===== src/rtl/ecs_pkg.sv =====
package ecs_pkg;

   // control state of one external access
   typedef enum logic {
      ECS_IDLE  = 1'b0,
      ECS_DRIVE = 1'b1
   } ecs_state_e;

endpackage


===== src/rtl/ecs_width_decode.sv =====
module ecs_width_decode #(
   parameter int CODE_W   = 3,
   parameter int MIN_CODE = 3,
   parameter int LEN_W    = 4
) (
   input  logic [CODE_W-1:0] code_i,
   output logic [LEN_W-1:0]  len_o,
   output logic              reserved_o
);

   localparam int                LONG_LEN = 1 << CODE_W;
   localparam logic [LEN_W-1:0]  LONG_V   = LEN_W'(LONG_LEN);
   localparam logic [CODE_W-1:0] MIN_V    = CODE_W'(MIN_CODE);
   localparam logic [CODE_W-1:0] ZERO_V   = '0;

   logic is_zero;

   always_comb begin
      is_zero    = (code_i == ZERO_V);
      reserved_o = !is_zero && (code_i < MIN_V);
      if (is_zero || reserved_o) begin
         len_o = LONG_V;
      end else begin
         len_o = LEN_W'(code_i);
      end
   end

endmodule


===== src/rtl/ecs_len_counter.sv =====
module ecs_len_counter #(
   parameter int LEN_W      = 4,
   parameter bit COUNT_DOWN = 1'b1
) (
   input  logic             clk,
   input  logic             rst_n,
   input  logic             load_i,
   input  logic [LEN_W-1:0] len_i,
   input  logic             step_i,
   output logic             last_o
);

   localparam logic [LEN_W-1:0] ONE_V = LEN_W'(1);

   generate
      if (COUNT_DOWN) begin : g_down
         logic [LEN_W-1:0] remain_q;

         always_ff @(posedge clk or negedge rst_n) begin
            if (!rst_n) begin
               remain_q <= '0;
            end else if (load_i) begin
               remain_q <= len_i - ONE_V;
            end else if (step_i) begin
               remain_q <= remain_q - ONE_V;
            end
         end

         assign last_o = (remain_q == '0);
      end else begin : g_up
         logic [LEN_W-1:0] elapsed_q;
         logic [LEN_W-1:0] target_q;

         always_ff @(posedge clk or negedge rst_n) begin
            if (!rst_n) begin
               elapsed_q <= '0;
               target_q  <= '0;
            end else if (load_i) begin
               elapsed_q <= '0;
               target_q  <= len_i - ONE_V;
            end else if (step_i) begin
               elapsed_q <= elapsed_q + ONE_V;
            end
         end

         assign last_o = (elapsed_q == target_q);
      end
   endgenerate

endmodule


===== src/rtl/ecs_cs_ctrl.sv =====
module ecs_cs_ctrl
   import ecs_pkg::*;
(
   input  logic clk,
   input  logic rst_n,
   input  logic start_i,
   input  logic reserved_i,
   input  logic last_i,
   output logic load_o,
   output logic step_o,
   output logic cs_n_o,
   output logic done_o,
   output logic err_o
);

   ecs_state_e state_q;
   logic       done_q;
   logic       err_q;

   always_comb begin
      load_o = (state_q == ECS_IDLE) && start_i;
      step_o = (state_q == ECS_DRIVE) && !last_i;
      cs_n_o = (state_q != ECS_DRIVE);
      done_o = done_q;
      err_o  = err_q;
   end

   always_ff @(posedge clk or negedge rst_n) begin
      if (!rst_n) begin
         state_q <= ECS_IDLE;
         done_q  <= 1'b0;
         err_q   <= 1'b0;
      end else begin
         done_q <= 1'b0;
         unique case (state_q)
            ECS_IDLE: begin
               if (start_i) begin
                  state_q <= ECS_DRIVE;
                  err_q   <= reserved_i;
               end
            end
            ECS_DRIVE: begin
               if (last_i) begin
                  state_q <= ECS_IDLE;
                  done_q  <= 1'b1;
               end
            end
            default: state_q <= ECS_IDLE;
         endcase
      end
   end

endmodule


===== src/rtl/ext_cs_timer.sv =====
module ext_cs_timer #(
   parameter int CODE_W     = 3,
   parameter int MIN_CODE   = 3,
   parameter bit COUNT_DOWN = 1'b1
) (
   input  logic              clk,
   input  logic              rst_n,
   input  logic              start_i,
   input  logic [CODE_W-1:0] width_code_i,
   output logic              ext_cs_n_o,
   output logic              done_o,
   output logic              code_err_o
);

   localparam int LONG_LEN = 1 << CODE_W;
   localparam int LEN_W    = $clog2(LONG_LEN + 1);

   generate
      if (CODE_W < 2 || CODE_W > 6) begin : g_bad_code_w
         $error("ext_cs_timer: CODE_W must lie in 2..6");
      end
      if (MIN_CODE < 1 || MIN_CODE >= LONG_LEN) begin : g_bad_min_code
         $error("ext_cs_timer: MIN_CODE must lie in 1..2**CODE_W-1");
      end
   endgenerate

   logic [LEN_W-1:0] dec_len;
   logic             dec_reserved;
   logic             ctr_load;
   logic             ctr_step;
   logic             ctr_last;

   ecs_width_decode #(
      .CODE_W   (CODE_W),
      .MIN_CODE (MIN_CODE),
      .LEN_W    (LEN_W)
   ) decode_i (
      .code_i     (width_code_i),
      .len_o      (dec_len),
      .reserved_o (dec_reserved)
   );

   ecs_len_counter #(
      .LEN_W      (LEN_W),
      .COUNT_DOWN (COUNT_DOWN)
   ) counter_i (
      .clk    (clk),
      .rst_n  (rst_n),
      .load_i (ctr_load),
      .len_i  (dec_len),
      .step_i (ctr_step),
      .last_o (ctr_last)
   );

   ecs_cs_ctrl ctrl_i (
      .clk        (clk),
      .rst_n      (rst_n),
      .start_i    (start_i),
      .reserved_i (dec_reserved),
      .last_i     (ctr_last),
      .load_o     (ctr_load),
      .step_o     (ctr_step),
      .cs_n_o     (ext_cs_n_o),
      .done_o     (done_o),
      .err_o      (code_err_o)
   );

endmodule


===== config.mk =====
export PLATFORM = sky130hd
export DESIGN_NAME = ext_cs_timer
export DESIGN_NICKNAME = d
export VERILOG_FILES = /design/src/rtl/ecs_pkg.sv /design/src/rtl/ecs_width_decode.sv /design/src/rtl/ecs_len_counter.sv /design/src/rtl/ecs_cs_ctrl.sv /design/src/rtl/ext_cs_timer.sv
export SDC_FILE = /design/constraint.sdc
export NUM_CORES = 1
export LEC_CHECK = 0
export ABC_AREA = 0
export CORE_AREA = 2 2 39 41
export CTS_CLUSTER_DIAMETER = 100
export DETAILED_ROUTE_END_ITERATION = 10
export DIE_AREA = 0 0 41 43
export DONT_BUFFER_PORTS = 1
export GPL_TIMING_DRIVEN = 0
export PLACE_DENSITY = 0.42
export SYNTH_ARGS = -nofsm -noshare
export SYNTH_HDL_FRONTEND = slang
export SYNTH_SLANG_ARGS = --single-unit

===== constraint.sdc =====
create_clock -name clk -period 1.5 [get_ports clk]
set_input_delay 0.075 -clock clk [delete_from_list [all_inputs] [get_ports clk]]
set_output_delay 0.075 -clock clk [all_outputs]
set_load 0.01 [all_outputs]

==> run summary, run 1 <==
Clock power frac: 18.5%
Vias in the first global route: 342
Synth Area in Compound Gates: 15.6%
Hold slack: 0.0412 ns
Violated checks: setup timing
Filler cells: 137
Worst Hold Class: in2reg
XOR/XNOR Fraction of Synth Area: 2.23%
First-pass GRT wire length: 1.29 mm
Synth area leaders: dfrtp_1 (45%), buf_6 (5.7%), mux2i_1 (5.1%)
Cell Area, Placed: 415 µm²
Syn Area/Cell: 10.6 µm²
Number of vias per cell: 5.08
Final non-filler cell area: 487 µm²
Largest family of logic cells by synthesized area: simple AND/OR/NAND/NOR gates
DIE AREA: 1760 µm²
Critical path fanouts, max: 6
Clock Latency Late Sink: 0.25 ns
Die X-Extent: 41 µm
Syn Nets: 44
Worst slew pin tran: 0.449 ns
Dpl cells: 53
Cell accounting for the most synthesized area: dfrtp_1
Util after Layout: 35.2%
H-Tree Depth: 1
Headroom to the max-slew limit: 69.7%
Pwr Total: 0.000915 W
Worst vdd ir: 0.715 mV
Leakage: 0.214 nW
Final Non-Filler Cells: 61
Slowest cell on crit path: dfrtp_1
DR iter-0 viols: 3
Hold Fails Final Rpt: 0
RSZ-0062 raised after global routing: yes
FP Rows: 14
Multiplexer share of the synthesized area: 5.10%
Power per cell area: 1880 nW/µm²
Period utilization: 100%
WL/cell: 13.2 µm
Worst clock skew: 0.00134 ns
DRC Markers: 0
CTS Buf Count: 3
# port buffers: 0
Gp weighted congestion: 0.732
Register area share after synthesis: 44.6%
Worst path max stage delay: 0.38 ns
Initial Util: 28.4%
Outcome: complete, but fails checks
Switching portion of total power: 36.3%
ANT cells: 0
Die Ht: 43 µm
CTS tree: yes
Max-cap check violation count: 0
Nets: 53
CP startpoint kind: flip-flop
Worst Setup Slack, final: -0.00588 ns
Ys Warns: 0
Drt pass-1 iters: 4
Clk slew on worst S/H paths: 0.05 ns
Adder-cell share of the synthesized area: 3.18%
Final setup fails: 1
Synth Area in Simple Gates: 22.6%
Clk sink count: 7
Area Overhead vs Synth: 23.9%
Setup crit end kind: flip-flop
Worst Path Arrival: 1.68 ns
Period minus WS final: 1.51 ns
Tot GR Track Use: 11.2%
Root buffer cell: clkbuf_4
CTS Buffer Depth: 2
Syn Std Cell Area: 393 µm²
Combinational power share: 44.3%
Initial antenna violation count: 0
Switch Pwr: 0.000332 W
CP Cell Sequence: nand2b_4 > nor2_4 > a21oi_2 > ha_2 > or3b_1 > a31oi_1
DRT antenna net count: 0
Top cell type's share of synthesized area: 44.6%
Max-slew violation count: 0
Setup CP Type: reg2reg
Via count: 310
Cell variety after synth: 21
Synthesized instance count: 37
Gr ovfl total: 0
Half-perimeter wire length after detailed placement: 569 µm
Commonest non-fill, non-tap cell in the layout: dfrtp_1
#FFs+latches synth: 7
Core Area: 1380 µm²
Largest net degree at the start of global routing: 9
Most frequent cells in the layout: dfrtp_1 (7), nor2_1 (3), o21ai_0 (3), clkbuf_4 (3), dlygate4sd3_1 (3)
Pint: 0.000583 W
Share of post-route cells with drive strength above 1: 26.7%
I/O pins: 9
Max Freq: 664 MHz
Req. time, crit path: 1.67 ns
WL final: 805 µm
Reg power frac: 37.3%
==> Yosys cell counts <==
| cell | count |
|---|---|
| o311ai_0 | 1 |
| or4b_4 | 1 |
| nand2b_1 | 1 |
| nor2_1 | 4 |
| buf_6 | 2 |
| a31oi_1 | 1 |
| dfrtp_1 | 7 |
| ha_1 | 1 |
| or3b_1 | 1 |
| nand2_1 | 2 |
| nor2_4 | 1 |
| a21oi_1 | 2 |
| o22ai_1 | 1 |
| o21ai_0 | 3 |
| nor2b_1 | 1 |
| inv_1 | 1 |
| o31ai_1 | 2 |
| and3_1 | 1 |
| nand2b_4 | 1 |
| xnor2_1 | 1 |
| mux2i_1 | 2 |
==> worst max-delay path: cells and delay by family, from the launching register on <==
family,cells,cell delay (ns)
flops,1,0.38
fa+ha+maj,1,0.19
simple gates,3,0.65
compound gates,2,0.20
==> logic make-up (layout without fill, tap and decap cells) <==
logic type,after synthesis,count (layout)
AO/OA/AOI/OAI,10,10
AND/OR/NAND/NOR,13,13
adder cells (fa/ha/maj),1,1
multiplexers,2,2
buffers and inverters,3,11
flip-flops,7,7
XOR/XNOR,1,1
==> state kept, by name, summed over array words and instances (netlist names) <==
name and count:
ctrl_i.err_o 1, ctrl_i.state_q 1, counter_i.g_down.remain_q 4, ctrl_i.done_o 1
==> stage by stage <==
| step | worst slack [ns] | TNS, ns |
|---|---|---|
| final | -0.00588 | -0.00588 |
| after floorplan | -0.0880 | -0.0880 |
| after CTS | -0.0502 | -0.0502 |
| after global routing | -0.0557 | -0.0557 |
| after detailed placement | -0.163 | -0.182 |
| after global placement | -0.142 | -0.144 |
==> area by class of cell <==
type	instances	area, µm²	area share (%)
Clock buffer	4	26.3	5.40
Timing Repair Buffer	6	56.3	11.6
Multi-Input combinational cell	27	205	42.2
Tap cell	16	20.0	4.11
Inverter	1	3.75	0.771
Sequential cell	7	175	36.0
==> repair_timing <==
item,CTS,global route
resized for setup,1,3
hold buffers,3,0
hold endpoints to repair,9,0
buffers inserted,2,1
setup endpoints to repair,2,1
pin swaps,2,3
==> layer usage <==
layer / wire, µm / track usage [%] / vias up / part of all wire (%)
li1: - / - / 146 / -
met3: 46 / 4.19 / 0 / 5.7
met4: 0 / 10.0 / 0 / 0
met2: 432 / 15.6 / 13 / 54
met5: 0 / 0 / - / 0
met1: 326 / 12.5 / 151 / 40
==> power by group through the flow <==
| stage | registers, W | clock network, W | logic, W |
|---|---|---|---|
| 4_1_cts | 0.000340 | 0.000175 | 0.000398 |
| 3_3_place_gp | 0.000339 | 0 | 0.000359 |
| 3_5_place_dp | 0.000342 | 0 | 0.000369 |
| 5_1_grt | 0.000352 | 0.000185 | 0.000443 |
| 6_report | 0.000341 | 0.000169 | 0.000405 |
| 2_1_floorplan | 0.000322 | 0 | 0.000313 |
==> path summary, 6_finish.rpt <==
path	startpoint	endpoint	slack [ns]	depth (start not counted)
setup / recovery	ctrl_i.state_q$_DFF_PN0_	counter_i.g_down.remain_q[2]$_DFFE_PN0P_	-0.006	6
hold / removal	width_code_i[1]	ctrl_i.err_o$_DFFE_PN0N_	0.04	2
setup reg to reg	ctrl_i.state_q$_DFF_PN0_	counter_i.g_down.remain_q[2]$_DFFE_PN0P_	-0.006	6
hold reg to reg	counter_i.g_down.remain_q[3]$_DFFE_PN0P_	ctrl_i.done_o$_DFF_PN0_	0.49	1
max in group asynchronous	rst_n	counter_i.g_down.remain_q[3]$_DFFE_PN0P_	1.10	1
min in group asynchronous	rst_n	ctrl_i.done_o$_DFF_PN0_	0.16	1
(Power assumes the default switching activity.)
==> inputs of run 2 (changes only) <==
--- a/config.mk
+++ b/config.mk
@@ -13,6 +13,7 @@
 export DONT_BUFFER_PORTS = 1
 export GPL_TIMING_DRIVEN = 0
 export PLACE_DENSITY = 0.42
+export REMOVE_ABC_BUFFERS = 1
 export SYNTH_ARGS = -nofsm -noshare
 export SYNTH_HDL_FRONTEND = slang
 export SYNTH_SLANG_ARGS = --single-unit
==> run summary, run 2 (synthesis results as in run 1) <==
CP startpoint kind: flip-flop (unchanged)
Max Freq: 680 MHz (was 664 MHz)
CTS Buf Count: 3 (unchanged)
Worst Setup Slack, final: 0.0297 ns (was -0.00588 ns)
Req. time, crit path: 1.66 ns (was 1.67 ns)
RSZ-0062 raised after global routing: yes (unchanged)
WL/cell: 13.7 µm (was 13.2 µm)
Die X-Extent: 41 µm (unchanged)
Worst Hold Class: in2reg (unchanged)
Drt pass-1 iters: 2 (was 4)
Outcome: completed (was complete, but fails checks)
DRT antenna net count: 0 (unchanged)
Leakage: 0.209 nW (was 0.214 nW)
DRC Markers: 0 (unchanged)
Root buffer cell: clkbuf_4 (unchanged)
Period minus WS final: 1.47 ns (was 1.51 ns)
DIE AREA: 1760 µm² (unchanged)
Initial Util: 28.4% (unchanged)
Worst slew pin tran: 0.333 ns (was 0.449 ns)
Max-cap check violation count: 0 (unchanged)
Clk sink count: 7 (unchanged)
Setup CP Type: reg2reg (unchanged)
Number of vias per cell: 5.07 (was 5.08)
ANT cells: 0 (unchanged)
Commonest non-fill, non-tap cell in the layout: dfrtp_1 (unchanged)
Top reg by flops: counter_i.g_down.remain_q (unchanged)
Largest net degree at the start of global routing: 9 (unchanged)
Core Area: 1380 µm² (unchanged)
Dpl cells: 51 (was 53)
Hold Path Cell Cnt: 2 (unchanged)
Die Ht: 43 µm (unchanged)
Gr ovfl total: 0 (unchanged)
Setup crit end kind: flip-flop (unchanged)
Hold Fails Final Rpt: 0 (unchanged)
Worst clock skew: 0.00166 ns (was 0.00134 ns)
Area Overhead vs Synth: 19.1% (was 23.9%)
Period utilization: 98.0% (was 100%)
R2r worst-path depth: 6 (unchanged)
First-pass GRT wire length: 1.44 mm (was 1.29 mm)
Vias in the first global route: 347 (was 342)
Clock Latency Late Sink: 0.24 ns (was 0.25 ns)
Half-perimeter wire length after detailed placement: 589 µm (was 569 µm)
Most frequent cells in the layout: dfrtp_1 (6), nor2_1 (3), clkbuf_4 (3), buf_4 (3) (was dfrtp_1 (7), nor2_1 (3), o21ai_0 (3), clkbuf_4 (3), dlygate4sd3_1 (3))
Max-slew violation count: 0 (unchanged)
# port buffers: 0 (unchanged)
Pwr Total: 0.000903 W (was 0.000915 W)
DR iter-0 viols: 3 (unchanged)
Final setup fails: 0 (was 1)
H-Tree Depth: 1 (unchanged)
I/O pins: 9 (unchanged)
Final Non-Filler Cells: 60 (was 61)
Initial antenna violation count: 0 (unchanged)
Worst vdd ir: 0.614 mV (was 0.715 mV)
Filler cells: 150 (was 137)
Headroom to the max-slew limit: 77.8% (was 69.7%)
Power per cell area: 1930 nW/µm² (was 1880 nW/µm²)
FP Rows: 14 (unchanged)
Share of post-route cells with drive strength above 1: 29.5% (was 26.7%)
Via count: 304 (was 310)
FF/Latch Area: 176 µm² (was 175 µm²)
Area of the multi-input gates: 199 µm² (was 205 µm²)
Clk slew on worst S/H paths: 0.05 ns (about the same)
CTS Buffer Depth: 2 (unchanged)
Worst Path Arrival: 1.63 ns (was 1.68 ns)
CTS tree: yes (unchanged)
Critical path fanouts, max: 6 (unchanged)
WL final: 820 µm (was 805 µm)
Pre-CTS setup slack: -0.175 ns (was -0.163 ns)
Gp weighted congestion: 0.682 (was 0.732)
Largest register FFs: 4 (unchanged)
Tot GR Track Use: 13.1% (was 11.2%)
Nets: 52 (was 53)
run 2: timing repair:
action | 4_1_cts | 5_1_grt
setup buffers | 3 | 0
pin swaps | 4 | 1
resized for setup | 2 | 3
hold endpoints to repair | 8 | 0
hold buffers | 2 | 0
setup endpoints to repair | 2 | 1
run 2: worst max-delay path, stage by stage (launching register included):
cell and delay, ns:
dfrtp_2 0.41, nand2b_4 0.16, nor2_1 0.09, a21oi_1 0.05, ha_2 0.17, or3b_1 0.34
a31oi_1 0.17
run 2: path summary, 6_finish.rpt:
path / startpoint / endpoint / slack, ns
min reg2reg: counter_i.g_down.remain_q[3]$_DFFE_PN0P_ / ctrl_i.done_o$_DFF_PN0_ / 0.50
min: start_i / ctrl_i.state_q$_DFF_PN0_ / 0.02
min in group asynchronous: rst_n / ctrl_i.err_o$_DFFE_PN0N_ / 0.17
max: ctrl_i.state_q$_DFF_PN0_ / counter_i.g_down.remain_q[2]$_DFFE_PN0P_ / 0.03
max reg2reg: ctrl_i.state_q$_DFF_PN0_ / counter_i.g_down.remain_q[2]$_DFFE_PN0P_ / 0.03
max in group asynchronous: rst_n / ctrl_i.state_q$_DFF_PN0_ / 1.07
run 2: area by class of cell:
class	instances	area share (%)
timing repair buffer	5	9.09
sequential	7	37.7
multi-input combinational	27	42.5
clock buffer	4	5.61
tap	16	4.28
inverter	1	0.802
run 2: per-layer routing:
| metal | track usage (%) | share of wire [%] | vias up |
|---|---|---|---|
| li1 | - | - | 147 |
| met5 | 0 | 0 | - |
| met1 | 13.4 | 42 | 144 |
| met4 | 10.0 | 2.3 | 0 |
| met2 | 20.3 | 50 | 11 |
| met3 | 4.71 | 5.1 | 2 |
run 2: per-stage QoR:
step / utilization [%] / area, µm² / setup TNS, ns / hold WS, ns
2_1_floorplan: - / 370 / -0.0497 / -0.221
3_3_place_gp: 28.2 / 390 / -0.160 / -0.220
3_5_place_dp: 28.2 / 390 / -0.175 / -0.220
4_1_cts: 33.5 / 463 / 0 / 0.000996
5_1_grt: 33.8 / 468 / -0.0424 / 0.0350
6_report: 33.8 / 468 / 0 / 0.0210
run 2: where the power goes:
group | switching (W) | leakage, nW | total [W] | internal [W]
registers | 0.0000748 | 0.0868 | 0.000346 | 0.000271
logic | 0.000185 | 0.107 | 0.000394 | 0.000210
clock network | 0.0000613 | 0.0150 | 0.000162 | 0.000101
total | 0.000321 | 0.209 | 0.000903 | 0.000582
==> inputs of run 3 (changes only) <==
--- a/config.mk
+++ b/config.mk
@@ -5,14 +5,15 @@
 export SDC_FILE = /design/constraint.sdc
 export NUM_CORES = 1
 export LEC_CHECK = 0
-export ABC_AREA = 0
+export ABC_AREA = 1
 export CORE_AREA = 2 2 39 41
 export CTS_CLUSTER_DIAMETER = 100
+export CTS_CLUSTER_SIZE = 10
 export DETAILED_ROUTE_END_ITERATION = 10
 export DIE_AREA = 0 0 41 43
 export DONT_BUFFER_PORTS = 1
 export GPL_TIMING_DRIVEN = 0
-export PLACE_DENSITY = 0.42
+export PLACE_DENSITY = 0.43
 export REMOVE_ABC_BUFFERS = 1
 export SYNTH_ARGS = -nofsm -noshare
 export SYNTH_HDL_FRONTEND = slang
==> run summary, run 3 <==
Max-slew violation count: 0 (unchanged)
DRT antenna net count: 0 (unchanged)
Gp weighted congestion: 0.690 (was 0.682)
#FFs+latches synth: 7 (unchanged)
Worst Path Arrival: 1.60 ns (was 1.63 ns)
Syn Area/Cell: 7.87 µm² (was 10.6 µm²)
Req. time, crit path: 1.67 ns (was 1.66 ns)
Max Freq: 699 MHz (was 680 MHz)
Period minus WS final: 1.43 ns (was 1.47 ns)
CTS Buffer Depth: 2 (unchanged)
Headroom to the max-slew limit: 78.0% (was 77.8%)
# port buffers: 0 (unchanged)
CTS tree: yes (unchanged)
Combinational power share: 49.0% (was 43.7%)
I/O pins: 9 (unchanged)
Period utilization: 95.4% (was 98.0%)
DRC Markers: 0 (unchanged)
EDFF count, synth: 0 (unchanged)
Main synth FF type: dfrtp_1 (unchanged)
GR Util met3: 9.42% (was 4.71%)
Number of vias per cell: 4.52 (was 5.07)
Switching portion of total power: 44.2% (was 35.6%)
Critical path fanouts, max: 6 (unchanged)
Dpl cells: 68 (was 51)
H-Tree Depth: 1 (unchanged)
Drt pass-1 iters: 4 (was 2)
Top-count cell post-synth: nand2_1 (was dfrtp_1)
Switch Pwr: 0.000463 W (was 0.000321 W)
Top cell type's share of synthesized area: 42.8% (was 44.6%)
Pint: 0.000583 W (was 0.000582 W)
Initial Util: 29.6% (was 28.4%)
Ys Warns: 0 (unchanged)
Hold Fails Final Rpt: 0 (unchanged)
Met2 GRT Util: 15.0% (was 20.3%)
Final Non-Filler Cells: 73 (was 60)
Setup crit end kind: flip-flop (unchanged)
Clk slew on worst S/H paths: 0.05 ns (about the same)
CP startpoint kind: flip-flop (unchanged)
Final setup fails: 0 (unchanged)
Worst clock skew: 0.00232 ns (was 0.00166 ns)
ANT cells: 0 (unchanged)
DR iter-0 viols: 12 (was 3)
Initial antenna violation count: 0 (unchanged)
Die Ht: 43 µm (unchanged)
Half-perimeter wire length after detailed placement: 634 µm (was 589 µm)
Final non-filler cell area: 468 µm² (unchanged)
Die X-Extent: 41 µm (unchanged)
Outcome: completed (unchanged)
Cell accounting for the most synthesized area: dfrtp_1 (unchanged)
Nets: 65 (was 52)
Syn Std Cell Area: 409 µm² (was 393 µm²)
Leakage: 0.230 nW (was 0.209 nW)
Most frequent cells in the layout: nand2_1 (14), dfrtp_1 (7), inv_1 (5), nand3_1 (5) (was dfrtp_1 (6), nor2_1 (3), clkbuf_4 (3), buf_4 (3))
Setup CP Type: reg2reg (unchanged)
CTS Buf Count: 3 (unchanged)
Cell Area, Placed: 429 µm² (was 390 µm²)
Synth area leaders: dfrtp_1 (43%), nand2_1 (13%), nand3_1 (6.1%) (was dfrtp_1 (45%), buf_6 (5.7%), mux2i_1 (5.1%))
Vias in the first global route: 315 (was 347)
Pre-CTS setup slack: 0.0560 ns (was -0.175 ns)
Async SR Flop Fraction: 100% (unchanged)
Gr ovfl total: 0 (unchanged)
Worst vdd ir: 0.965 mV (was 0.614 mV)
Largest net degree at the start of global routing: 8 (was 9)
FP Rows: 14 (unchanged)
Clock Latency Late Sink: 0.25 ns (was 0.24 ns)
DIE AREA: 1760 µm² (unchanged)
Gr busiest metal: met2 (unchanged)
WL/cell: 10.7 µm (was 13.7 µm)
Worst Setup Slack, final: 0.0688 ns (was 0.0297 ns)
Clock power frac: 16.1% (was 18.0%)
Clk sink count: 7 (unchanged)
Area Overhead vs Synth: 14.4% (was 19.1%)
Commonest non-fill, non-tap cell in the layout: nand2_1 (was dfrtp_1)
Setup TNS: 0 ns (unchanged)
Worst slew pin tran: 0.329 ns (was 0.333 ns)
First-pass GRT wire length: 1.26 mm (was 1.44 mm)
Register area share after synthesis: 42.8% (was 44.6%)
Synthesized instance count: 52 (was 37)
Top reg by flops: counter_i.g_down.remain_q (unchanged)
Cell variety after synth: 18 (was 21)
Top post-synthesis cells by count: nand2_1 (14), dfrtp_1 (7), inv_1 (5), nand3_1 (5), nor2_1 (4) (was dfrtp_1 (7), nor2_1 (4), o21ai_0 (3))
WL final: 778 µm (was 820 µm)
Reg power frac: 34.8% (was 38.3%)
Via count: 330 (was 304)
RSZ-0062 raised after global routing: no (was yes)
Grt met1 use: 13.7% (was 13.4%)
Root buffer cell: clkbuf_4 (unchanged)
Worst Hold Class: in2reg (unchanged)
Share of post-route cells with drive strength above 1: 22.8% (was 29.5%)
Largest register FFs: 4 (unchanged)
Power per cell area: 2240 nW/µm² (was 1930 nW/µm²)
Core Area: 1380 µm² (unchanged)
Pwr Total: 0.00105 W (was 0.000903 W)
Tot GR Track Use: 11.2% (was 13.1%)
Max-cap check violation count: 0 (unchanged)
-- run 3: cell count changes after synthesis, sizes merged, moves of 2 or more --
| cell | before | now |
|---|---|---|
| mux2i | 2 | 0 |
| nand2 | 2 | 15 |
| inv | 1 | 7 |
| nand2b | 2 | 0 |
| o21ai | 3 | 5 |
| nor2 | 5 | 7 |
| buf | 2 | 0 |
| nand3 | 0 | 6 |
| o31ai | 2 | 0 |
-- run 3: area by class of cell --
cell class              count  area [µm²]
flip-flops and latches      7         175
clock buffers               4        26.3
well taps                  16        20.0
multi-input cells          38         210
inverters                   7        26.3
repair buffers              1        10.0
fillers                   152         916
-- run 3: path summary, 6_finish.rpt --
check / slack [ns] / start / endpoint / cells after the start
min: 0.03 / start_i / ctrl_i.state_q$_DFF_PN0_ / 2
max reg2reg: 0.07 / ctrl_i.state_q$_DFF_PN0_ / counter_i.g_down.remain_q[2]$_DFFE_PN0P_ / 7
max: 0.07 / ctrl_i.state_q$_DFF_PN0_ / counter_i.g_down.remain_q[2]$_DFFE_PN0P_ / 7
max in group asynchronous: 1.10 / rst_n / counter_i.g_down.remain_q[2]$_DFFE_PN0P_ / 1
min reg2reg: 0.49 / counter_i.g_down.remain_q[1]$_DFFE_PN0P_ / counter_i.g_down.remain_q[1]$_DFFE_PN0P_ / 2
min in group asynchronous: 0.16 / rst_n / counter_i.g_down.remain_q[0]$_DFFE_PN0P_ / 1
-- run 3: cell families after synthesis --
| family | count (synthesis) | share of synthesized area (%) |
|---|---|---|
| xor gates and xnor gates | 1 | 2.14 |
| adders and majority gates | 1 | 3.06 |
| and+or+nand+nor | 29 | 35.2 |
| buffers and inverters | 7 | 6.42 |
| AOI/OAI and AO/OA | 7 | 10.4 |
| DFF | 7 | 42.8 |
-- run 3: worst max-delay path: stages, from the launching register on --
cell     delay (ns)
dfrtp_1        0.41
inv_2          0.15
nand3_1        0.11
nor2_2         0.16
nor2_4         0.05
ha_1           0.19
xor2_1         0.16
o21ai_1        0.13
-- run 3: layer usage --
layer  wire, µm  share of wire [%]
met4          0                  0
met5          0                  0
met2        383                 49
met3         46                5.9
met1        348                 45
-- run 3: through the flow --
step                      util (%)  hold slack (ns)
final                         33.8           0.0258
after global routing          33.8           0.0301
after CTS                     33.6           0.0171
after detailed placement      31.0           -0.220
after global placement        31.0           -0.220
after floorplan                  -           -0.221
-- run 3: power by group through the flow --
stage               Clock, W  Sequential (W)  Combinational (W)
finish              0.000169        0.000364           0.000513
global placement           0        0.000367           0.000513
floorplan                  0        0.000349           0.000423
CTS                 0.000178        0.000368           0.000527
global route        0.000188        0.000374           0.000596
detailed placement         0        0.000370           0.000518
-- run 3: repair_timing --
action / in CTS / in global routing
buffers inserted: 0 / 0
setup endpoints to repair: 0 / 1
endpoints found under the hold margin: 7 / 0
hold buffers: 1 / 0
resized for setup: 0 / 1
